**src/rtl/prog_seq_pkg.sv**
```systemverilog
package prog_seq_pkg;

    typedef enum logic [2:0] {
        OP_NONE  = 3'd0,
        OP_READ  = 3'd1,
        OP_WRITE = 3'd2,
        OP_ERASE = 3'd3,
        OP_FILL  = 3'd4,
        OP_CLRALL= 3'd5,
        OP_WEN   = 3'd6,
        OP_WDIS  = 3'd7
    } seq_op_e;

    typedef enum logic [1:0] {
        ST_IDLE  = 2'd0,
        ST_ARMED = 2'd1,
        ST_BUSY  = 2'd2,
        ST_BAD   = 2'd3
    } seq_state_e;

    function automatic logic is_prog_op(input seq_op_e op);
        return (op == OP_WRITE) || (op == OP_ERASE) ||
               (op == OP_FILL)  || (op == OP_CLRALL);
    endfunction

endpackage

```
**src/rtl/prog_wel.sv**
```systemverilog
module prog_wel (
    input  logic clk,
    input  logic rst_n,
    input  logic set_en,
    input  logic clr_en,
    output logic wel
);

    always_ff @(posedge clk or negedge rst_n) begin
        if (!rst_n) begin
            wel <= 1'b0;
        end else if (clr_en) begin
            wel <= 1'b0;
        end else if (set_en) begin
            wel <= 1'b1;
        end
    end


    wel_set_chk: assert property (@(posedge clk) disable iff (!rst_n)
        (set_en && !clr_en) |=> wel);


    wel_clr_chk: assert property (@(posedge clk) disable iff (!rst_n)
        clr_en |=> !wel);


    wel_hold_chk: assert property (@(posedge clk) disable iff (!rst_n)
        (!set_en && !clr_en) |=> (wel == $past(wel)));

endmodule

```
**src/rtl/prog_timer.sv**
```systemverilog
module prog_timer #(
    parameter int CYCLES = 40
) (
    input  logic clk,
    input  logic rst_n,
    input  logic load,
    input  logic run,
    output logic tc
);

    localparam int CW = (CYCLES > 1) ? $clog2(CYCLES) : 1;
    localparam logic [CW-1:0] LOAD_VAL = CW'(CYCLES - 1);

    logic [CW-1:0] cnt_q;

    always_ff @(posedge clk or negedge rst_n) begin
        if (!rst_n) begin
            cnt_q <= '0;
        end else if (load) begin
            cnt_q <= LOAD_VAL;
        end else if (run && (cnt_q != '0)) begin
            cnt_q <= cnt_q - 1'b1;
        end
    end

    assign tc = run && (cnt_q == '0);


    timer_step_chk: assert property (@(posedge clk) disable iff (!rst_n)
        (run && !tc && !load) |=> (cnt_q == $past(cnt_q) - 1'b1));


    timer_load_chk: assert property (@(posedge clk) disable iff (!rst_n)
        load |=> (cnt_q == LOAD_VAL));

endmodule

```
**src/rtl/prog_array.sv**
```systemverilog
module prog_array #(
    parameter int ADDR_W = 6,
    parameter int DATA_W = 16
) (
    input  logic              clk,
    input  logic              rst_n,
    input  logic              wr_one,
    input  logic              wr_all,
    input  logic [ADDR_W-1:0] wr_addr,
    input  logic [DATA_W-1:0] wr_data,
    input  logic [ADDR_W-1:0] rd_addr,
    output logic [DATA_W-1:0] rd_data
);

    localparam int WORDS = 1 << ADDR_W;

    logic [DATA_W-1:0] words [WORDS];

    for (genvar i = 0; i < WORDS; i++) begin : g_word
        logic [DATA_W-1:0] word_q;
        logic              hit;

        assign hit = wr_all || (wr_one && (wr_addr == ADDR_W'(i)));

        always_ff @(posedge clk or negedge rst_n) begin
            if (!rst_n) begin
                word_q <= '1;
            end else if (hit) begin
                word_q <= wr_data;
            end
        end

        assign words[i] = word_q;
    end

    assign rd_data = words[rd_addr];


    one_mode_chk: assert property (@(posedge clk) disable iff (!rst_n)
        !(wr_one && wr_all));

endmodule

```
**src/rtl/eeprom_prog_seq.sv**
```systemverilog
module eeprom_prog_seq
    import prog_seq_pkg::*;
#(
    parameter int ADDR_W      = 6,
    parameter int DATA_W      = 16,
    parameter int PROG_CYCLES = 40
) (
    input  logic              clk,
    input  logic              rst_n,
    input  logic              cs,
    input  logic              prog_en,
    input  logic              cmd_valid,
    input  logic [2:0]        cmd_op,
    input  logic [ADDR_W-1:0] cmd_addr,
    input  logic [DATA_W-1:0] cmd_data,
    input  logic [ADDR_W-1:0] rd_addr,
    output logic [DATA_W-1:0] rd_data,
    output logic              busy,
    output logic              done,
    output logic              stat_oe,
    output logic              stat_level
);

    seq_state_e        state_q, state_d;
    seq_op_e           op_in;
    seq_op_e           op_q;
    logic [ADDR_W-1:0] addr_q;
    logic [DATA_W-1:0] data_q;
    logic              cs_q;
    logic              cs_fall;
    logic              poll_q;
    logic              done_q;
    logic              wel;
    logic              tc;
    logic              arm, load, commit;
    logic              take_cmd;
    logic              wr_one, wr_all;
    logic [DATA_W-1:0] wr_data;

    assign op_in    = seq_op_e'(cmd_op);
    assign cs_fall  = cs_q && !cs;
    assign take_cmd = cmd_valid && (state_q != ST_BUSY);

    // Next-state logic
    always_comb begin
        state_d = state_q;
        arm     = 1'b0;
        load    = 1'b0;
        commit  = 1'b0;
        unique case (state_q)
            ST_IDLE: begin
                if (cmd_valid) begin
                    if (is_prog_op(op_in) && wel && prog_en) begin
                        state_d = ST_ARMED;
                        arm     = 1'b1;
                    end
                end
            end
            ST_ARMED: begin
                if (cmd_valid) begin
                    if (is_prog_op(op_in) && wel && prog_en) begin
                        arm = 1'b1;
                    end else begin
                        state_d = ST_IDLE;
                    end
                end else if (cs_fall) begin
                    state_d = ST_BUSY;
                    load    = 1'b1;
                end
            end
            ST_BUSY: begin
                if (tc) begin
                    state_d = ST_IDLE;
                    commit  = 1'b1;
                end
            end
            default: state_d = ST_IDLE;
        endcase
    end

    // State register and captured command
    always_ff @(posedge clk or negedge rst_n) begin
        if (!rst_n) begin
            state_q <= ST_IDLE;
            op_q    <= OP_NONE;
            addr_q  <= '0;
            data_q  <= '0;
            cs_q    <= 1'b0;
        end else begin
            state_q <= state_d;
            cs_q    <= cs;
            if (arm) begin
                op_q   <= op_in;
                addr_q <= cmd_addr;
                data_q <= cmd_data;
            end
        end
    end

    // Registered outputs
    always_ff @(posedge clk or negedge rst_n) begin
        if (!rst_n) begin
            done_q <= 1'b0;
            poll_q <= 1'b0;
        end else begin
            done_q <= commit;
            if (load) begin
                poll_q <= 1'b1;
            end else if (take_cmd) begin
                poll_q <= 1'b0;
            end
        end
    end

    assign busy       = (state_q == ST_BUSY);
    assign done       = done_q;
    assign stat_oe    = cs && poll_q;
    assign stat_level = !busy;

    assign wr_one  = commit && ((op_q == OP_WRITE) || (op_q == OP_ERASE));
    assign wr_all  = commit && ((op_q == OP_FILL)  || (op_q == OP_CLRALL));
    assign wr_data = ((op_q == OP_ERASE) || (op_q == OP_CLRALL)) ? '1 : data_q;

    prog_wel u_wel (
        .clk    (clk),
        .rst_n  (rst_n),
        .set_en (take_cmd && (op_in == OP_WEN)),
        .clr_en (take_cmd && (op_in == OP_WDIS)),
        .wel    (wel)
    );

    prog_timer #(.CYCLES(PROG_CYCLES)) u_timer (
        .clk   (clk),
        .rst_n (rst_n),
        .load  (load),
        .run   (busy),
        .tc    (tc)
    );

    prog_array #(.ADDR_W(ADDR_W), .DATA_W(DATA_W)) u_array (
        .clk     (clk),
        .rst_n   (rst_n),
        .wr_one  (wr_one),
        .wr_all  (wr_all),
        .wr_addr (addr_q),
        .wr_data (wr_data),
        .rd_addr (rd_addr),
        .rd_data (rd_data)
    );


    launch_on_cs_fall_chk: assert property (@(posedge clk) disable iff (!rst_n)
        $rose(busy) |-> (!$past(cs) && $past(cs, 2)));


    write_needs_wel_chk: assert property (@(posedge clk) disable iff (!rst_n)
        (wr_one || wr_all) |-> wel);


    busy_keeps_wel_chk: assert property (@(posedge clk) disable iff (!rst_n)
        busy |=> (wel == $past(wel)));


    busy_keeps_op_chk: assert property (@(posedge clk) disable iff (!rst_n)
        (busy && !commit) |=> (busy && (op_q == $past(op_q)) && (addr_q == $past(addr_q))));


    done_single_chk: assert property (@(posedge clk) disable iff (!rst_n)
        done |=> !done);


    done_at_end_chk: assert property (@(posedge clk) disable iff (!rst_n)
        $fell(busy) |-> done);


    status_low_busy_chk: assert property (@(posedge clk) disable iff (!rst_n)
        busy |-> !stat_level);

endmodule

```
**config.mk**
```make
export PLATFORM = sky130hd
export DESIGN_NAME = eeprom_prog_seq
export DESIGN_NICKNAME = d
export VERILOG_FILES = /design/src/rtl/prog_seq_pkg.sv /design/src/rtl/prog_wel.sv /design/src/rtl/prog_timer.sv /design/src/rtl/prog_array.sv /design/src/rtl/eeprom_prog_seq.sv
export SDC_FILE = /design/constraint.sdc
export NUM_CORES = 2
export LEC_CHECK = 0
export BUFFER_PORTS_ARGS = -buffer_cell sky130_fd_sc_hd__clkbuf_2
export CAP_MARGIN = 0
export CORE_MARGIN = 2
export CORE_UTILIZATION = 33
export CTS_BUF_LIST = sky130_fd_sc_hd__clkbuf_8 sky130_fd_sc_hd__clkbuf_16
export CTS_CLUSTER_DIAMETER = 50
export DETAILED_ROUTE_END_ITERATION = 8
export GPL_TIMING_DRIVEN = 0
export PLACE_DENSITY_LB_ADDON = 0.1
export SLEW_MARGIN = 20
export SYNTH_ARGS = -nofsm -noshare
export SYNTH_HDL_FRONTEND = slang
export SYNTH_SLANG_ARGS = --single-unit
export TNS_END_PERCENT = 30
```
**constraint.sdc**
```tcl
create_clock -name clk -period 4.5 [get_ports clk]
set_input_delay 0.45 -clock clk [delete_from_list [all_inputs] [get_ports clk]]
set_output_delay 0.45 -clock clk [all_outputs]
set_load 0.05 [all_outputs]
```
; After elaboration in Yosys (flattened, before gate mapping)
; Index checks and enable logic that the tools add are counted.
; W data, S select, Z words.
[classes]
add_sub_neg = 1
n_lt_le_gt_ge = 1
eq_ne = 81
n_mux = 25
n_bitwise = 1
reduce_logical = 156
[ops]
columns = operator, count
row1 = $eq A6 B6 Y1 const B, 32
row2 = $bmux W16 S6, 1
row3 = $eq A6 B5 Y1 const B, 16
row4 = $logic_and A1 B1 Y1, 75
row5 = $logic_or A1 B1 Y1, 70
row6 = $eq A6 B4 Y1 const B, 8
row7 = $mux W16, 3
row8 = $eq A6 B3 Y1 const B, 4
row9 = $eq A3 B3 Y1 const B, 6
row10 = $eq A3 B2 Y1 const B, 4
row11 = $eq A6 B2 Y1 const B, 2
row12 = $logic_not A6 Y1, 2
row13 = $mux W1, 12
row14 = $mux W2, 6
row15 = $mux W6, 2
row16 = $ge A7 B7 Y1 const B, 1
row17 = $not A6 Y7, 1
row18 = $eq A6 B1 Y1 const B, 1
row19 = $ne A2 B2 Y1 const B, 3
row20 = $ne A3 B3 Y1 const B, 2
row21 = $pmux W2 S3, 1
row22 = $reduce_bool A2 Y1, 3
row23 = $reduce_bool A6 Y1, 1
row24 = $sub A6 B1 Y6 const B, 1
row25 = other kinds (7), 8
[word_totals]
register_bits = 1061
in_bits = 36
out_inout_bits = 20
elab_cells = 338

; Depth between registers and ports, before layout
[logic_depth]
depth_word = 9
depth_mapped = 10
mapped_depth_nobuf = 7

; Modules after synthesis
; From an unflattened synthesis, not the netlist that was laid out.
[hier_totals]
hier_cells = 3073
area_unflattened_um2 = 49557.5
[modules_own_cells]
columns = module, instances, cells_per_inst, area_each_um2, seq_area_each_um2
row1 = prog_array, 1, 2930, 47795.8, 26905.8
row2 = eeprom_prog_seq, 1, 98, 1317.5, 750.7
row3 = prog_timer, 1, 43, 409.1, 150.1
row4 = prog_wel, 1, 2, 35.0, 25.0

; Least setup slack after synthesis
; Ideal clock, no wire load.
[synth_path]
kind = register -> register
from = register state_q[1]
to = register u_array.g_word[15].word_q[10]
setup_time_ns = 0.082
arrival_ns = 2.842
required_time_ns = 4.418
slack_ns = 1.575
stages_incl_launch_ff = 10
n_path_buf = 3
synth_period_minus_slack_ns = 2.925
cell_sequence = dfrtp_1 > nand2b_1 > clkbuf_1 > inv_1 > and3_1 > nand2_1 > o21a_1 > buf_2 > buf_2 > mux2_2
[synth_via]
elab_chain_cells = 7
elab_cells_between_ends = 8
cone_classes = eq/ne (1) / mux (2) / reduce/logical (5)
[synth_rtl]
columns = element, line_no
row1 = "start, declared", eeprom_prog_seq.sv:24  ; seq_state_e state_q, state_d;
row2 = "start signal, assigned", eeprom_prog_seq.sv:90  ; state_q <= state_d;
row3 = $eq A2 B2 Y1 (*), eeprom_prog_seq.sv:115  ; assign busy = (state_q == ST_BUSY);
row4 = via busy, eeprom_prog_seq.sv:18  ; output logic busy,
row5 = $logic_and A1 B1 Y1, prog_timer.sv:26  ; assign tc = run && (cnt_q == '0);
row6 = $mux W1, eeprom_prog_seq.sv:72  ; if (tc) begin
row7 = $mux W1 (*), eeprom_prog_seq.sv:50  ; unique case (state_q)
row8 = $logic_and A1 B1 Y1, eeprom_prog_seq.sv:120  ; assign wr_one = commit && ((op_q == OP_WRITE) || (op_q == OP_ERASE));
row9 = $logic_and A1 B1 Y1, prog_array.sv:23  ; assign hit = wr_all || (wr_one && (wr_addr == ADDR_W'(i)));
row10 = $logic_or A1 B1 Y1 (*), prog_array.sv:23
row11 = "end signal, assigned", prog_array.sv:29  ; word_q <= wr_data;
row12 = "end, declared", prog_array.sv:20  ; logic [DATA_W-1:0] word_q;
; Mark *: on every way through the listed nets, which the timed path passes. The rest lies on a longest branch.
; A chain may end at the register's enable or synchronous reset.

; Worst setup path in the final report
[layout_path]
from = input rd_addr[1]
to = output rd_data[12]
[layout_via]
elab_chain_cells = 4
[layout_rtl]
columns = element, line_no
row1 = "start, declared", eeprom_prog_seq.sv:16  ; input logic [ADDR_W-1:0] rd_addr,
row2 = $not A6 Y7 (implied by the code), prog_array.sv:36  ; assign rd_data = words[rd_addr];
row3 = $bmux W16 S6, prog_array.sv:36
row4 = $mux W16 (implied by the code) (2 in series), prog_array.sv:36
row5 = "end, declared", eeprom_prog_seq.sv:17  ; output logic [DATA_W-1:0] rd_data,
; No other way between the ends. The select of a mux whose other input is x is not followed.

==> results_dict.tcl <==
set metrics [dict create \
    netSwitchingPower_mw 5.91 \
    drt.antenna.violating_nets 0 \
    grt.busiest_layer "met2" \
    num_rows 142 \
    grt_max_degree 99 \
    clkPwrFrac_pct 52.7 \
    crit_buf_inv 4 \
    num-fill-cells 13900 \
    critPathMostFrequentCell "clkbuf_2" \
    grt_overflow 0 \
    endpoint_kind "output pin" \
    gp_congestion 0.876 \
    cp.arrival_ns 4.06 \
    io-pin-count 56 \
    die_w_um 392 \
    grt_pass1_wl_mm 246 \
    use_met1_pct 31.4 \
    total_power_mw 23.8 \
    status "finished with violations" \
    critical_path_class "in -> out" \
    avgViaCountPerCell 5.33 \
    antenna_found_initial 10 \
    cp_data_required_time_ns 4.05 \
    die_area_sq_um 153000 \
    synth_cells 3169 \
    portBuffers 53 \
    die_h_um 392 \
    path_cells "clkbuf_1 > clkdlybuf4s15_1 > clkbuf_2 > mux2i_1 > o221ai_1 > a211oi_1 > a21oi_1 > and3_1 > clkbuf_2" \
    yosysMostFrequentCell "mux2_2" \
    rsz0062_at_grt "true" \
    use_met3_pct 3.65 \
    critical-path-slowest-cell "clkdlybuf4s15_1" \
    final_nets 3458 \
    failed_checks "negative setup slack" \
    syn-num-nets 3207 \
    cp-start-kind "input port" \
    ys_seq_area_share_pct 56.1 \
    path_delay_family "buffers and inverters" \
    wire_per_inst_um 31.2 \
    internal_power_mw 17.9 \
    setup_ws_ns -0.00937 \
    critPathMaxFanout 10 \
    syn_to_final_growth_pct 18.1 \
    synth-edff-count 0 \
    routed_wl_mm 173 \
    slowest_delay_ns 0.76 \
    cts_root_buf "clkbuf_16" \
    htreeDepth 4 \
    grt_usage_pct 22.8 \
    grtUsageMet2_pct 36.2 \
    powerDensity_nw_per_um2 406 \
    clkTransAtPathRegs_ns 0.05 \
    stdcell_area_sq_um 58600 \
    avgSynthCellArea_sq_um 15.7 \
    yosys_warnings 0 \
    firstDrtPassIters 5 \
    ys.flop_type "dfstp_2" \
    ys_top_cells_by_area "dfstp_2 (54%), mux2_2 (24%), mux4_2 (8.7%), mux2i_1 (2.6%), dfrtp_1 (1.9%)" \
    num_antenna_cells 0 \
    clockBufferDepth 3 \
    clock_latency_ns 0.79 \
    synth_top_area_share_pct 54.2 \
    synth_top_cell_by_area "dfstp_2" \
    relSlewSlack_pct 22.9 \
    p_leak_nw 23.5 \
    min_period_over_period_pct 100 \
    cap_violations 0 \
    vias 29600 \
    finalSetupViolations 1 \
    async_reset_ff_share_pct 100 \
    ir_drop_mv 0.280 \
    cts_buffers 146 \
    finalHoldViolCount 0 \
    sw_frac_of_total_pct 24.8 \
    hold_class "in -> reg" \
    max_freq_mhz 222 \
    slew_violations 0 \
    placed_area_sq_um 52900 \
    drc 0 \
    fp.coreArea_sq_um 150000 \
    final_util_pct 39.2 \
    seqPwrFrac_pct 40.5 \
    fin_crit_ns 4.51 \
    synth_area_sq_um 49600 \
    combPwrFrac_pct 6.8 \
    grt_pass1_vias 32200 \
    ys_ff_latch 1061 \
    ys_types 45 \
    initial_utilization_pct 33.2 \
    drtIter0Drc 1863 \
    cts_tree "done" \
    final.setup_skew_ns 0.0299 \
    ys_top_cells_by_count "mux2_2 (1042), dfstp_2 (1024), mux4_2 (192)" \
    tightest_slew_ns 1.16 \
    dpl.hpwl_mm 128 \
    drive_above_1_share_pct 78.6 \
    clock_sinks 1061 \
]
metal layers:
metal | part of all wire [%] | wire length, um
met4 | 3.5 | 6050
met5 | 0.015 | 26
met1 | 45 | 78600
met3 | 4.4 | 7560
met2 | 47 | 81000
cells in the final DEF, fill, tap and decap left out, types with 48 or more instances in the layout:
master,n
clkbuf_1,135
o221ai_1,48
buf_4,72
mux4_2,192
nand2_1,61
dfstp_2,1024
o21ai_2,63
clkbuf_2,81
mux2i_1,128
mux2_2,1042
clkbuf_16,149
state kept, by name, indices dropped and copies added, names as in the netlist:
name and flops:
u_timer.cnt_q 6, data_q 16, state_q 2, u_array.g_word.word_q 1024
done 1, cs_q 1, op_q 3, u_wel.wel 1
poll_q 1, addr_q 6
worst reg2reg max path, cell delays in order, from the launching register on:
cell      delay, ns
dfrtp_1        0.43
xor2_1         0.17
nand2_1        0.47
clkbuf_1       0.38
nand2b_1       0.33
clkbuf_1       0.86
buf_1          0.77
mux2_2         0.31
worst paths after layout:
check / startpoint / endpoint / slack (ns) / cells past startpoint
min in group asynchronous: rst_n / u_array.g_word[11].word_q[8] / 0.50 / 2
min: cs / cs_q / 0.36 / 2
max in group asynchronous: rst_n / u_array.g_word[39].word_q[0] / 1.88 / 7
max reg2reg: op_q[2] / u_array.g_word[56].word_q[6] / 0.71 / 7
max: rd_addr[1] / rd_data[12] / -0.009 / 9
min reg2reg: data_q[0] / data_q[0] / 0.50 / 1
repair_timing:
item	CTS	global route
gates resized for setup	24	13
buffers inserted	2	0
gates cloned	0	0
endpoints found under the hold margin	75	0
pin swaps	0	0
hold buffers	30	0
endpoints found under the setup margin	16	14
per-stage QoR:
stage / TNS (ns) / cells / hold WS, ns / setup slack, ns
floorplan: 0 / 3169 / 0.154 / 1.58
global placement: - / 5238 / 0.468 / -20.89
detailed placement: -6.33 / 5256 / 0.475 / -0.739
CTS: -0.376 / 5556 / 0.307 / -0.119
global route: -0.0535 / 5556 / 0.355 / -0.0386
finish: -0.00937 / 5556 / 0.363 / -0.00937
power groups by stage:
stage	Clock (mW)	Sequential, mW	Combinational [mW]
2_1_floorplan	0	9.77	0.642
3_3_place_gp	0	9.73	1.53
3_5_place_dp	0	9.77	1.62
4_1_cts	12.8	9.64	1.65
5_1_grt	13.2	9.64	1.71
6_report	12.6	9.64	1.62
cell families after synthesis:
kind of cell,share of synthesized area [%]
adder cells (fa/ha/maj),0.0504
XOR/XNOR,0.124
flip-flops,56.1
multiplexers,35.1
AND/OR/NAND/NOR,1.85
AO/OA/AOI/OAI,4.02
buffers and inverters,2.82
cell type report:
cell class | count | area [sq um] | area share (%)
inverters | 5 | 18.8 | 0.0320
well taps | 2016 | 2520 | 4.30
repair buffers | 103 | 1080 | 1.84
flip-flops and latches | 1061 | 27800 | 47.5
multi-input cells | 1809 | 20400 | 34.8
clock buffers | 166 | 3960 | 6.76
clock inverters | 102 | 1330 | 2.27
plain buffers | 294 | 1470 | 2.51
(Power assumes the default switching activity.)
